`config.mk`:
```
export PLATFORM = sky130hd
export DESIGN_NAME = two_stage_wdt
export DESIGN_NICKNAME = d
export VERILOG_FILES = /design/src/rtl/wdt_pkg.sv /design/src/rtl/wdt_prescale.sv /design/src/rtl/wdt_regs.sv /design/src/rtl/wdt_core.sv /design/src/rtl/two_stage_wdt.sv
export SDC_FILE = /design/constraint.sdc
export NUM_CORES = 1
export LEC_CHECK = 0
export BUFFER_PORTS_ARGS = -buffer_cell sky130_fd_sc_hd__buf_2
export CORE_MARGIN = 2
export CORE_UTILIZATION = 57
export DETAILED_ROUTE_END_ITERATION = 10
export HOLD_SLACK_MARGIN = 0.15
export PLACE_DENSITY_LB_ADDON = 0.08
export SYNTH_ARGS = -nofsm -noshare
export SYNTH_HDL_FRONTEND = slang
export SYNTH_SLANG_ARGS = --single-unit
export TNS_END_PERCENT = 1
```
`constraint.sdc`:
```
create_clock -name clk -period 2 [get_ports clk]
set_input_delay 0.3 -clock clk [delete_from_list [all_inputs] [get_ports clk]]
set_output_delay 0.3 -clock clk [all_outputs]
set_load 0.1 [all_outputs]
```
`src/rtl/wdt_pkg.sv`:
```
package wdt_pkg;
  localparam int REG_W     = 16;
  localparam int CNT_W     = 10;
  localparam int ADDR_W    = 3;
  localparam int HALT_BIT  = 11;
  localparam int NOREB_BIT = 0;
  localparam int TO1_BIT   = 3;
  localparam int TO2_BIT   = 1;
  localparam int BOOT_BIT  = 2;
  localparam int MIN_PRESET = 4;

  typedef enum logic [ADDR_W-1:0] {
    SEL_KICK   = 3'd0,
    SEL_PRESET = 3'd1,
    SEL_CTRL   = 3'd2,
    SEL_STATA  = 3'd3,
    SEL_STATB  = 3'd4
  } reg_sel_e;
endpackage

```
`src/rtl/wdt_prescale.sv`:
```
module wdt_prescale #(
  parameter int DIV = 6
) (
  input  logic clk,
  input  logic rst_n,
  input  logic run,
  input  logic restart,
  output logic tick
);
  localparam int PW = (DIV > 1) ? $clog2(DIV) : 1;
  localparam logic [PW-1:0] LAST = PW'(DIV - 1);

  logic [PW-1:0] pre_q;

  generate
    if (DIV == 1) begin : g_passthru
      always_ff @(posedge clk) pre_q <= '0;
      assign tick = run && !restart;
    end else begin : g_count
      always_ff @(posedge clk) begin
        if (!rst_n || !run || restart) pre_q <= '0;
        else if (pre_q == LAST)        pre_q <= '0;
        else                           pre_q <= pre_q + PW'(1);
      end
      assign tick = run && !restart && (pre_q == LAST);
    end
  endgenerate
endmodule

```
`src/rtl/wdt_regs.sv`:
```
module wdt_regs
  import wdt_pkg::*;
#(
  parameter int INIT_PRESET = 50
) (
  input  logic              clk,
  input  logic              rst_n,
  input  logic              we,
  input  logic [ADDR_W-1:0] addr,
  input  logic [REG_W-1:0]  wdata,
  input  logic [CNT_W-1:0]  cnt,
  input  logic              ev_first,
  input  logic              ev_second,
  output logic [REG_W-1:0]  rdata,
  output logic [REG_W-1:0]  preset_q,
  output logic              halt_q,
  output logic              noreb_q,
  output logic              flag1_q,
  output logic              flag2_q,
  output logic              boot_q,
  output logic              kick,
  output logic              unpark
);
  logic wr_preset, wr_ctrl, wr_sta, wr_stb, preset_ok;

  assign kick      = we && (addr == SEL_KICK);
  assign wr_preset = we && (addr == SEL_PRESET);
  assign wr_ctrl   = we && (addr == SEL_CTRL);
  assign wr_sta    = we && (addr == SEL_STATA);
  assign wr_stb    = we && (addr == SEL_STATB);
  assign preset_ok = wdata[CNT_W-1:0] >= CNT_W'(MIN_PRESET);
  assign unpark    = wr_ctrl && !wdata[HALT_BIT];

  always_ff @(posedge clk) begin
    if (!rst_n) begin
      preset_q <= REG_W'(INIT_PRESET);
      halt_q   <= 1'b1;
      noreb_q  <= 1'b1;
    end else begin
      if (wr_preset && preset_ok) preset_q <= wdata;
      if (wr_ctrl) begin
        halt_q  <= wdata[HALT_BIT];
        noreb_q <= wdata[NOREB_BIT];
      end
    end
  end

  // status flags: a setting event wins over a same-cycle clear
  always_ff @(posedge clk) begin
    if (!rst_n) begin
      flag1_q <= 1'b0;
      flag2_q <= 1'b0;
      boot_q  <= 1'b0;
    end else begin
      if (ev_first)                        flag1_q <= 1'b1;
      else if (wr_sta && wdata[TO1_BIT])   flag1_q <= 1'b0;
      if (ev_second)                       flag2_q <= 1'b1;
      else if (wr_stb && wdata[TO2_BIT])   flag2_q <= 1'b0;
      if (ev_second)                       boot_q  <= 1'b1;
      else if (wr_stb && wdata[BOOT_BIT])  boot_q  <= 1'b0;
    end
  end

  always_comb begin
    rdata = '0;
    case (addr)
      SEL_KICK:   rdata[CNT_W-1:0] = cnt;
      SEL_PRESET: rdata = preset_q;
      SEL_CTRL: begin
        rdata[HALT_BIT]  = halt_q;
        rdata[NOREB_BIT] = noreb_q;
      end
      SEL_STATA:  rdata[TO1_BIT] = flag1_q;
      SEL_STATB: begin
        rdata[TO2_BIT]  = flag2_q;
        rdata[BOOT_BIT] = boot_q;
      end
      default:    rdata = '0;
    endcase
  end
endmodule

```
`src/rtl/wdt_core.sv`:
```
module wdt_core
  import wdt_pkg::*;
#(
  parameter int INIT_CNT  = 50,
  parameter int PULSE_CYC = 4
) (
  input  logic             clk,
  input  logic             rst_n,
  input  logic             tick,
  input  logic             kick,
  input  logic             unpark,
  input  logic [CNT_W-1:0] preset,
  input  logic             flag1,
  input  logic             noreb,
  output logic [CNT_W-1:0] cnt_q,
  output logic             parked_q,
  output logic             ev_first,
  output logic             ev_second,
  output logic             rst_req
);
  localparam int PLW = $clog2(PULSE_CYC + 1);

  logic           expire;
  logic [PLW-1:0] pulse_q;

  assign expire    = tick && (cnt_q == CNT_W'(1));
  assign ev_first  = expire && !flag1;
  assign ev_second = expire && flag1;

  always_ff @(posedge clk) begin
    if (!rst_n)      cnt_q <= CNT_W'(INIT_CNT);
    else if (kick)   cnt_q <= preset;
    else if (expire) cnt_q <= preset;
    else if (tick)   cnt_q <= cnt_q - CNT_W'(1);
  end

  always_ff @(posedge clk) begin
    if (!rst_n)              parked_q <= 1'b0;
    else if (ev_second)      parked_q <= 1'b1;
    else if (kick || unpark) parked_q <= 1'b0;
  end

  always_ff @(posedge clk) begin
    if (!rst_n)                  pulse_q <= '0;
    else if (ev_second && !noreb) pulse_q <= PLW'(PULSE_CYC);
    else if (pulse_q != '0)      pulse_q <= pulse_q - PLW'(1);
  end

  assign rst_req = (pulse_q != '0);
endmodule

```
`src/rtl/two_stage_wdt.sv`:
```
module two_stage_wdt
  import wdt_pkg::*;
#(
  parameter int CLK_HZ      = 1000000,
  parameter int INIT_PRESET = 50,
  parameter int PULSE_CYC   = 4
) (
  input  logic              clk,
  input  logic              rst_n,
  input  logic              reg_we,
  input  logic [ADDR_W-1:0] reg_addr,
  input  logic [REG_W-1:0]  reg_wdata,
  output logic [REG_W-1:0]  reg_rdata,
  output logic              rst_req
);
  localparam int TICK_DIV = ((CLK_HZ / 10) * 6 > 0) ? (CLK_HZ / 10) * 6 : 1;

  logic [CNT_W-1:0] cnt_q;
  logic [REG_W-1:0] preset_q;
  logic halt_q, noreb_q, flag1_q, flag2_q, boot_q;
  logic kick, unpark, tick, parked_q, ev_first, ev_second, run;

  assign run = !halt_q && !parked_q;

  wdt_prescale #(.DIV(TICK_DIV)) u_pre (
    .clk(clk), .rst_n(rst_n), .run(run), .restart(kick), .tick(tick)
  );

  wdt_regs #(.INIT_PRESET(INIT_PRESET)) u_regs (
    .clk(clk), .rst_n(rst_n), .we(reg_we), .addr(reg_addr), .wdata(reg_wdata),
    .cnt(cnt_q), .ev_first(ev_first), .ev_second(ev_second), .rdata(reg_rdata),
    .preset_q(preset_q), .halt_q(halt_q), .noreb_q(noreb_q), .flag1_q(flag1_q),
    .flag2_q(flag2_q), .boot_q(boot_q), .kick(kick), .unpark(unpark)
  );

  wdt_core #(.INIT_CNT(INIT_PRESET), .PULSE_CYC(PULSE_CYC)) u_core (
    .clk(clk), .rst_n(rst_n), .tick(tick), .kick(kick), .unpark(unpark),
    .preset(preset_q[CNT_W-1:0]), .flag1(flag1_q), .noreb(noreb_q),
    .cnt_q(cnt_q), .parked_q(parked_q), .ev_first(ev_first),
    .ev_second(ev_second), .rst_req(rst_req)
  );
endmodule

```
==> flow_summary.json, run 1 <==
{
  "run_status": "finished clean",
  "globalRouteOverflowTotal": 0,
  "antenna_found_initial": 0,
  "syn2layout_area_growth_pct": 27.8,
  "insertion_delay_ns": 0.30,
  "fin_cells": 469,
  "cts_sinks": 55,
  "num_vias": 2634,
  "rr_startpoint": "u_pre.pre_q[0]$_SDFF_PP0_",
  "hp-class": "input pin to register",
  "final-max-slew-violation-count": 0,
  "synth.area.top_cells": "dfxtp_1 38%, mux2i_1 9.4%, nor2_1 8.4%",
  "ios": 39,
  "placed_area_sq_um": 3560,
  "rows": 25,
  "utilization_pct": 76.4,
  "avgRoutedWirePerCell_microns": 14.7,
  "synthFlopType": "dfxtp_1",
  "hpwlAfterDp_mm": 5.20,
  "required_ns": 2.21,
  "antennaDiodeCount": 0,
  "crit_path_end_kind": "register",
  "fmax_mhz": 533,
  "hold_viol": 0,
  "antenna_left": 0,
  "globalplace.congestion": 0.863,
  "drtPass1Iterations": 4,
  "cts_buffers": 5,
  "nNetsFinal": 430,
  "synth_fp_nets": 371,
  "cp_top_family": "simple AND/OR/NAND/NOR gates",
  "min_to": "u_regs.preset_q[15]$_SDFFE_PN0P_",
  "whs_path_depth": 3,
  "slowest_stage": "dfxtp_2",
  "fp.dieW_microns": 74.9,
  "syn_area_sq_um": 2860,
  "rrSetupSlack_ns": 0.12,
  "cp_cell_sequence": "ha_1 > nand2_1 > nor4_4 > and3_4 > and3_1 > o221ai_1 > a31o_1",
  "holdBufCountCts": 0,
  "postSynthCellCount": 343,
  "maxCapViolations": 0,
  "critical_path_class": "register to register",
  "drive_above_1_share_pct": 24.9,
  "cts-root-buf": "clkbuf_8",
  "fin_ws_ns": 0.123,
  "vdd_ir_drop_max_v": 0.000497,
  "htree_levels": 2,
  "ys_warn_count": 0,
  "max-slew-margin-rel_pct": 56.4,
  "ys_ff_latch": 55,
  "power.density_nw_per_um2": 600,
  "clk_pin_slew_ns": 0.10,
  "min_from": "reg_wdata[15]",
  "synth_edf_count": 0,
  "die_area_sq_um": 5600,
  "first_global_vias": 2562,
  "critPathMaxStageDelay_ns": 0.35,
  "cts_tree": "done",
  "reg2reg_to": "u_core.cnt_q[4]$_SDFFE_PN1P_",
  "final.min_clock_period_ns": 1.88,
  "start_util_pct": 59.8,
  "finalSetupViolCount": 0,
  "grt_max_degree": 22,
  "ys_seq_area_share_pct": 38.5,
  "finalClockSkew_ns": 0.00627,
  "dpl.cell_count": 461,
  "grt_usage_pct": 26.2,
  "ys_types": 53,
  "viasPerCell": 5.62,
  "synthArstFlopShare_pct": 0,
  "min_period_over_period_pct": 93.8,
  "cts_max_path_buffers": 2,
  "syn_avg_cell_area_sq_um": 8.34,
  "startpoint_type": "register",
  "p_leak_nw": 1.43,
  "yosysTopAreaCellShare_pct": 38.5,
  "cp_max_fo": 7,
  "drc": 0,
  "worstMarginPinSlew_ns": 0.653,
  "yosysTopAreaCell": "dfxtp_1",
  "core_area_sq_um": 4790,
  "r2r_cells": 7,
  "dp_slack_ns": 0.0478,
  "wirelength_mm": 6.91,
  "grt_first_pass_wirelength_mm": 11.4,
  "chipHeight_microns": 74.9,
  "rsz0062_at_grt": "false",
  "drtIter0Drc": 116,
  "fin_area_sq_um": 3660,
  "port_buffers": 38,
  "cp.arrival_ns": 2.08,
  "path_buf_inv": 0
}
per-stage QoR:
step           hold WS (ns)  setup TNS (ns)  power [mW]
5_1_grt               0.241               0        2.27
2_1_floorplan         0.413           -2.00        1.50
6_report              0.228               0        2.19
4_1_cts               0.224               0        2.20
3_3_place_gp          0.421               0        1.61
3_5_place_dp          0.432               0        1.62
where the power goes:
part	switching, mW	internal (mW)
sequential	0.0207	1.12
clock	0.347	0.240
combinational	0.307	0.152
synthesized netlist by cell type (8+ instances only):
cell	number
a21oi_1	14
and3_1	12
clkbuf_1	10
dfxtp_1	55
inv_1	12
mux2i_1	27
nand2_1	25
nand3_1	16
nor2_1	64
nor3_1	8
o21ai_0	9
xnor2_1	8
xor2_1	11
layer usage:
| metal | vias up | global-route usage, % | routed length (microns) |
|---|---|---|---|
| met2 | 74 | 48.3 | 3540 |
| met4 | 0 | 6.94 | 63 |
| li1 | 1312 | - | - |
| met1 | 1241 | 31.0 | 2960 |
| met5 | - | 0 | 0 |
| met3 | 7 | 5.09 | 351 |
cell type report:
| class | instances | area (sq um) |
|---|---|---|
| clock buffer | 5 | 68.8 |
| clock inverter | 2 | 13.8 |
| fill | 371 | 1130 |
| inverter | 12 | 45.0 |
| multi-input combinational | 260 | 1680 |
| sequential | 55 | 1100 |
| tap | 67 | 83.8 |
| timing repair buffer | 68 | 658 |
worst reg2reg max path, delay by kind of cell, from the launching register on:
family / cells / cell delay (ns)
AND/OR/NAND/NOR: 4 / 0.94
AO/OA/AOI/OAI: 2 / 0.33
adder cells (fa/ha/maj): 1 / 0.17
flip-flops: 1 / 0.35
how the worst max path moves through the flow:
| stage | start | endpoint | slack, ns | cells after the start |
|---|---|---|---|---|
| after floorplan | reg_addr[0] | reg_rdata[5] | -0.24 | 4 |
| after global placement | u_pre.pre_q[0]$_SDFF_PP0_ | u_core.cnt_q[4]$_SDFFE_PN1P_ | 0.11 | 7 |
| after detailed placement | u_pre.pre_q[0]$_SDFF_PP0_ | u_core.cnt_q[4]$_SDFFE_PN1P_ | 0.05 | 7 |
| after CTS | u_pre.pre_q[0]$_SDFF_PP0_ | u_core.cnt_q[4]$_SDFFE_PN1P_ | 0.005 | 7 |
| after global routing | u_pre.pre_q[0]$_SDFF_PP0_ | u_core.cnt_q[7]$_SDFFE_PN0P_ | 0.004 | 6 |
| final | u_pre.pre_q[0]$_SDFF_PP0_ | u_core.cnt_q[4]$_SDFFE_PN1P_ | 0.12 | 7 |
repair_timing:
item | in CTS | in global routing
buffers inserted | 0 | 1
resized for setup | 0 | 4
setup endpoints to repair | 0 | 8
flip-flops by register name, indices dropped and copies added, names as in the netlist:
signal / count
u_core.parked_q: 1
u_regs.noreb_q: 1
u_regs.halt_q: 1
u_core.cnt_q: 10
u_regs.flag1_q: 1
u_regs.boot_q: 1
u_regs.flag2_q: 1
u_pre.pre_q: 20
u_regs.preset_q: 16
u_core.pulse_q: 3
cell usage in the layout, fill, tap and decap left out, types with 2 or more instances in the layout:
| cell | instances |
|---|---|
| nand3_1 | 16 |
| nor2b_1 | 3 |
| nand2_1 | 25 |
| clkbuf_8 | 5 |
| o21a_1 | 3 |
| a21oi_4 | 2 |
| nor2_1 | 54 |
| or4_1 | 2 |
| nor4b_2 | 2 |
| nor4_1 | 2 |
| nand4_1 | 6 |
| xnor2_1 | 8 |
| mux2i_1 | 27 |
| o21ai_0 | 9 |
| buf_2 | 21 |
| nand4b_1 | 2 |
| and3_1 | 11 |
| inv_1 | 12 |
| or3_1 | 2 |
| a21oi_1 | 13 |
| nand3_2 | 2 |
| buf_4 | 30 |
| a31oi_1 | 7 |
| nor3_1 | 8 |
| ha_1 | 6 |
| buf_12 | 16 |
| xor2_1 | 11 |
| o211ai_1 | 4 |
| nor2_2 | 10 |
| dfxtp_1 | 54 |
| and3_2 | 2 |
logic make-up after synthesis:
family,count (synthesis),share of synthesized area [%]
AND/OR/NAND/NOR,159,28.2
flip-flops,55,38.5
AO/OA/AOI/OAI,49,11.2
buffers and inverters,28,4.28
multiplexers,27,9.44
XOR/XNOR,19,5.82
adder cells (fa/ha/maj),6,2.62
No activity file was read; power rests on OpenSTA's default activity.
==> run 2, diff against run 1 <==
--- a/config.mk
+++ b/config.mk
@@ -5,7 +5,8 @@
 export SDC_FILE = /design/constraint.sdc
 export NUM_CORES = 1
 export LEC_CHECK = 0
-export BUFFER_PORTS_ARGS = -buffer_cell sky130_fd_sc_hd__buf_2
+export BUFFER_PORTS_ARGS = -buffer_cell sky130_fd_sc_hd__buf_4
+export CORE_ASPECT_RATIO = 1.5
 export CORE_MARGIN = 2
 export CORE_UTILIZATION = 57
 export DETAILED_ROUTE_END_ITERATION = 10
==> run 2 against run 1 <==
Net effect:
- utilization down 4.4 points
- cell area down 4.6%
- routed wire length down 2.8%
- maximum frequency down 0.14%
- sequential power about the same
- combinational power down 0.9%
==> flow_summary.json, run 2 (same netlist as run 1, synthesis figures left out) <==
{
  "antenna_left": 0,
  "port_buffers": 38,
  "core_area_sq_um": 4850,
  "fmax_mhz": 532,
  "cts_max_path_buffers": 2,
  "drtIter0Drc": 113,
  "grt_usage_pct": 25.1,
  "final-max-slew-violation-count": 0,
  "use_met3_pct": 4.01,
  "utilization_pct": 71.9,
  "hold_viol": 0,
  "fp.dieW_microns": 61.9,
  "cts_sinks": 55,
  "largest_register_ffs": 20,
  "min_period_over_period_pct": 94.0,
  "power.density_nw_per_um2": 633,
  "drc": 0,
  "chipHeight_microns": 90.8,
  "largest_registers": "u_pre.pre_q: 20 flops, u_regs.preset_q: 16 flops, u_core.cnt_q: 10 flops",
  "insertion_delay_ns": 0.30,
  "start_util_pct": 59.0,
  "avgRoutedWirePerCell_microns": 14.5,
  "cp_max_fo": 6,
  "top_usage_layer": "met2",
  "hp-class": "input pin to register",
  "cts_buffers": 5,
  "grt_first_pass_wirelength_mm": 11.0,
  "crit_path_end_kind": "register",
  "nNetsFinal": 425,
  "clk_pin_slew_ns": 0.09,
  "grt_use_met2_pct": 46.0,
  "wirelength_mm": 6.72,
  "grt_max_degree": 23,
  "r2r_cells": 6,
  "dp_slack_ns": 0.0645,
  "layout_common_cells": "62 x buf_4, 54 x nor2_1, 54 x dfxtp_1, 27 x mux2i_1, 24 x nand2_1",
  "antenna_found_initial": 0,
  "fin_ws_ns": 0.121,
  "first_global_vias": 2636,
  "drive_above_1_share_pct": 24.4,
  "htree_levels": 2,
  "run_status": "finished clean",
  "ios": 39,
  "holdBufCountCts": 0,
  "rsz0062_at_grt": "true",
  "vdd_ir_drop_max_v": 0.000554,
  "die_area_sq_um": 5610,
  "finalSetupViolCount": 0,
  "viasPerCell": 5.61,
  "max-slew-margin-rel_pct": 50.6,
  "num_vias": 2599,
  "top_register": "u_pre.pre_q",
  "cts_tree": "done",
  "p_total_mw": 2.21,
  "rows": 31,
  "drtPass1Iterations": 4,
  "final.min_clock_period_ns": 1.88,
  "cts-root-buf": "clkbuf_8",
  "met1_usage_pct": 26.9,
  "cp.arrival_ns": 2.11,
  "p_leak_nw": 1.38,
  "hpwlAfterDp_mm": 5.09,
  "globalplace.congestion": 0.905,
  "hold_ws_ns": 0.234,
  "final_common_cell": "buf_4",
  "worstMarginPinSlew_ns": 0.740,
  "globalRouteOverflowTotal": 0,
  "maxCapViolations": 0,
  "finalClockSkew_ns": 0.00398,
  "critical_path_class": "register to register",
  "startpoint_type": "register",
  "antennaDiodeCount": 0,
  "syn2layout_area_growth_pct": 21.9,
  "whs_path_depth": 3,
  "required_ns": 2.23
}
-- run 2: cell types whose count changed in the layout (fill, tap and decap cells not counted), sizes merged --
cell    delta
clkinv     -1
buf        -4
-- run 2: metal layers --
metal  share of wire, %  vias to the layer above
met5                  0                        -
met4                2.2                        0
met2                 54                       68
met1                 40                     1216
li1                   -                     1301
met3                4.4                       14
-- run 2: path summary, 6_finish.rpt --
check / to / slack [ns] / from
worst min register to register: u_pre.pre_q[0]$_SDFF_PP0_ / 0.42 / u_pre.pre_q[0]$_SDFF_PP0_
worst min-delay path: u_regs.preset_q[13]$_SDFFE_PN0P_ / 0.23 / reg_wdata[13]
worst max-delay path: u_core.cnt_q[7]$_SDFFE_PN0P_ / 0.12 / u_core.cnt_q[2]$_SDFFE_PN0P_
worst max register to register: u_core.cnt_q[7]$_SDFFE_PN0P_ / 0.12 / u_core.cnt_q[2]$_SDFFE_PN0P_
-- run 2: layout make-up --
type	instances	area (sq um)
Multi-Input combinational cell	260	1690
Fill cell	418	1360
Sequential cell	55	1100
Timing Repair Buffer	63	485
Clock buffer	6	82.6
Tap cell	66	82.6
Inverter	12	45.0
Clock inverter	1	5.00
-- run 2: worst max-delay path, stage by stage (launching register included) --
cell and delay (ns):
dfxtp_1 0.36, nor2_1 0.19, nand2_1 0.15, nor3_1 0.31, nand2_1 0.13, or4_1 0.50, a31oi_1 0.16
-- run 2: per-stage QoR --
step,cells,TNS [ns],area [sq um]
after floorplan,343,-2.00,2900
after global placement,455,0,3390
after detailed placement,455,0,3390
after CTS,462,0,3470
after global routing,463,-0.0326,3490
final,463,0,3490
-- run 2: power breakdown --
group          internal, mW  switching, mW
registers              1.12         0.0213
logic                 0.151          0.305
clock network         0.272          0.336
-- run 2: what timing repair did --
| item | 4_1_cts | 5_1_grt |
|---|---|---|
| setup endpoints to repair | 0 | 8 |
| buffers inserted | 0 | 1 |
| endpoints found under the hold margin | 0 | 0 |
| resized for setup | 0 | 4 |
==> run 3, diff against run 2 <==
--- a/config.mk
+++ b/config.mk
@@ -5,13 +5,13 @@
 export SDC_FILE = /design/constraint.sdc
 export NUM_CORES = 1
 export LEC_CHECK = 0
-export BUFFER_PORTS_ARGS = -buffer_cell sky130_fd_sc_hd__buf_4
 export CORE_ASPECT_RATIO = 1.5
-export CORE_MARGIN = 2
-export CORE_UTILIZATION = 57
+export CORE_UTILIZATION = 60
 export DETAILED_ROUTE_END_ITERATION = 10
+export DONT_BUFFER_PORTS = 1
 export HOLD_SLACK_MARGIN = 0.15
 export PLACE_DENSITY_LB_ADDON = 0.08
+export RECOVER_POWER = 100
 export SYNTH_ARGS = -nofsm -noshare
 export SYNTH_HDL_FRONTEND = slang
 export SYNTH_SLANG_ARGS = --single-unit
==> run 3 against run 2 <==
Net effect:
- sequential share of layout area grew 1.2 points
- final cell count shrank 3.2%
- via count shrank 1.7%
- maximum frequency grew 0.51%
- largest power group unchanged
- global-route usage grew 3.2 points
- register-to-register slack gained 0.02 ns
- count of clock-buffer cells in the layout grew 2
- sequential cell count is the same
==> flow_summary.json, run 3 (same netlist as run 1, synthesis figures left out) <==
{
  "grt_use_met2_pct": 54.9,
  "dp_slack_ns": 0.0706,
  "fin_ws_ns": 0.130,
  "avgRoutedWirePerCell_microns": 15.1,
  "drive_above_1_share_pct": 17.4,
  "htree_levels": 2,
  "met1_usage_pct": 29.9,
  "run_status": "finished clean",
  "nNetsFinal": 411,
  "largest_registers": "u_pre.pre_q: 20 flops, u_regs.preset_q: 16 flops, u_core.cnt_q: 10 flops",
  "intPower_mw": 1.57,
  "tns_ns": 0,
  "p_sw_share_pct": 28.9,
  "crit_path_start": "reg_addr[1]",
  "grt_first_pass_wirelength_mm": 11.0,
  "die_area_sq_um": 5050,
  "layout_common_cells": "54 x nor2_1, 54 x dfxtp_1, 27 x mux2i_1, 25 x nand2_1, 17 x clkbuf_2",
  "reg2reg_to": "u_core.cnt_q[4]$_SDFFE_PN1P_",
  "worstMarginPinSlew_ns": 0.749,
  "use_met3_pct": 4.18,
  "cts_max_path_buffers": 2,
  "grt_max_degree": 23,
  "num_vias": 2555,
  "cts_sinks": 55,
  "rrSetupSlack_ns": 0.14,
  "cts_buffers": 5,
  "antennaDiodeCount": 0,
  "finalClockSkew_ns": 0.00447,
  "core_area_sq_um": 4540,
  "p_sw_mw": 0.637,
  "final-max-slew-violation-count": 0,
  "hold_ws_ns": 0.151,
  "globalplace.congestion": 1.02,
  "hpwlAfterDp_mm": 4.80,
  "globalRouteOverflowTotal": 0,
  "top_register": "u_pre.pre_q",
  "final.min_clock_period_ns": 1.87,
  "required_ns": 2.20,
  "vdd_ir_drop_max_v": 0.000544,
  "fillers": 391,
  "largest_register_ffs": 20,
  "hold_viol": 0,
  "chipHeight_microns": 86.6,
  "max-slew-margin-rel_pct": 50.0,
  "r2r_cells": 8,
  "slowest_stage": "a21oi_4",
  "drtIter0Drc": 135,
  "crit_path_end_kind": "register",
  "clk_pin_slew_ns": 0.09,
  "drtPass1Iterations": 4,
  "cts-root-buf": "clkbuf_8",
  "critical_path_class": "input pin to register",
  "cp_top_family": "compound AO/OA/AOI/OAI gates",
  "cp_cell_sequence": "nor2_1 > nand3_1 > a21oi_4 > mux2i_1 > nand2_1 > dlygate4sd3_1",
  "cp.arrival_ns": 2.07,
  "min_period_over_period_pct": 93.5,
  "startpoint_type": "input pin",
  "top_usage_layer": "met2",
  "rows": 30,
  "antenna_found_initial": 0,
  "utilization_pct": 74.0,
  "syn2layout_area_growth_pct": 17.5,
  "first_global_vias": 2440,
  "whs_path_depth": 2,
  "ios": 39,
  "insertion_delay_ns": 0.31,
  "viasPerCell": 5.70,
  "pwr-share-comb_pct": 18.1,
  "rsz0062_at_grt": "true",
  "critPathMaxStageDelay_ns": 0.60,
  "maxCapViolations": 0,
  "wirelength_mm": 6.77,
  "power.density_nw_per_um2": 655,
  "finalSetupViolCount": 0,
  "fmax_mhz": 535,
  "drc": 0,
  "p_seq_share_pct": 52.0,
  "cts_tree": "done",
  "hp-class": "input pin to register",
  "min_to": "u_regs.preset_q[14]$_SDFFE_PN0P_",
  "antenna_left": 0,
  "path_buf_inv": 1,
  "fp.dieW_microns": 58.4,
  "grt_usage_pct": 28.3,
  "p_clk_share_pct": 29.9,
  "path_depth": 6,
  "p_leak_nw": 1.29,
  "cp_max_fo": 17,
  "min_from": "reg_wdata[14]",
  "rr_startpoint": "u_core.cnt_q[1]$_SDFFE_PN1P_",
  "port_buffers": 0,
  "start_util_pct": 63.0
}
run 3: layer usage:
metal	up-vias	share of wire, %
met1	1199	39
met2	71	54
met5	-	0
met4	0	1.8
li1	1275	-
met3	10	4.7
run 3: layout make-up:
| cell class | instances | area, sq um | share of cell area, % |
|---|---|---|---|
| clock buffer | 8 | 100 | 2.98 |
| tap | 64 | 80.1 | 2.38 |
| timing repair buffer | 49 | 355 | 10.6 |
| multi-input combinational | 260 | 1680 | 50.0 |
| sequential | 55 | 1100 | 32.8 |
| inverter | 12 | 45.0 | 1.34 |
run 3: power groups by stage:
stage          clock (mW)  sequential, mW  combinational, mW
2_1_floorplan           0            1.17              0.333
3_3_place_gp            0            1.17              0.377
3_5_place_dp            0            1.17              0.381
4_1_cts             0.677            1.15              0.408
5_1_grt             0.712            1.15              0.432
6_report            0.659            1.15              0.400
run 3: metrics by stage:
stage / std cells / instance area (sq um) / power (mW)
2_1_floorplan: 343 / 2900 / 1.50
3_3_place_gp: 425 / 3160 / 1.55
3_5_place_dp: 425 / 3160 / 1.55
4_1_cts: 447 / 3400 / 2.23
5_1_grt: 448 / 3360 / 2.29
6_report: 448 / 3360 / 2.20
run 3: repair_timing:
action,4_1_cts,5_1_grt
hold buffers,14,0
setup endpoints to repair,0,8
hold endpoints to repair,19,0
gates resized for setup,0,2
buffers inserted,0,1
run 3: worst max path at each step:
stage / to / slack [ns]
2_1_floorplan: reg_rdata[5] / -0.24
3_3_place_gp: u_core.cnt_q[7]$_SDFFE_PN0P_ / 0.13
3_5_place_dp: u_core.cnt_q[7]$_SDFFE_PN0P_ / 0.07
4_1_cts: u_core.cnt_q[7]$_SDFFE_PN0P_ / 0.04
5_1_grt: u_regs.preset_q[1]$_SDFFE_PN1P_ / -0.01
6_report: u_regs.preset_q[1]$_SDFFE_PN1P_ / 0.13
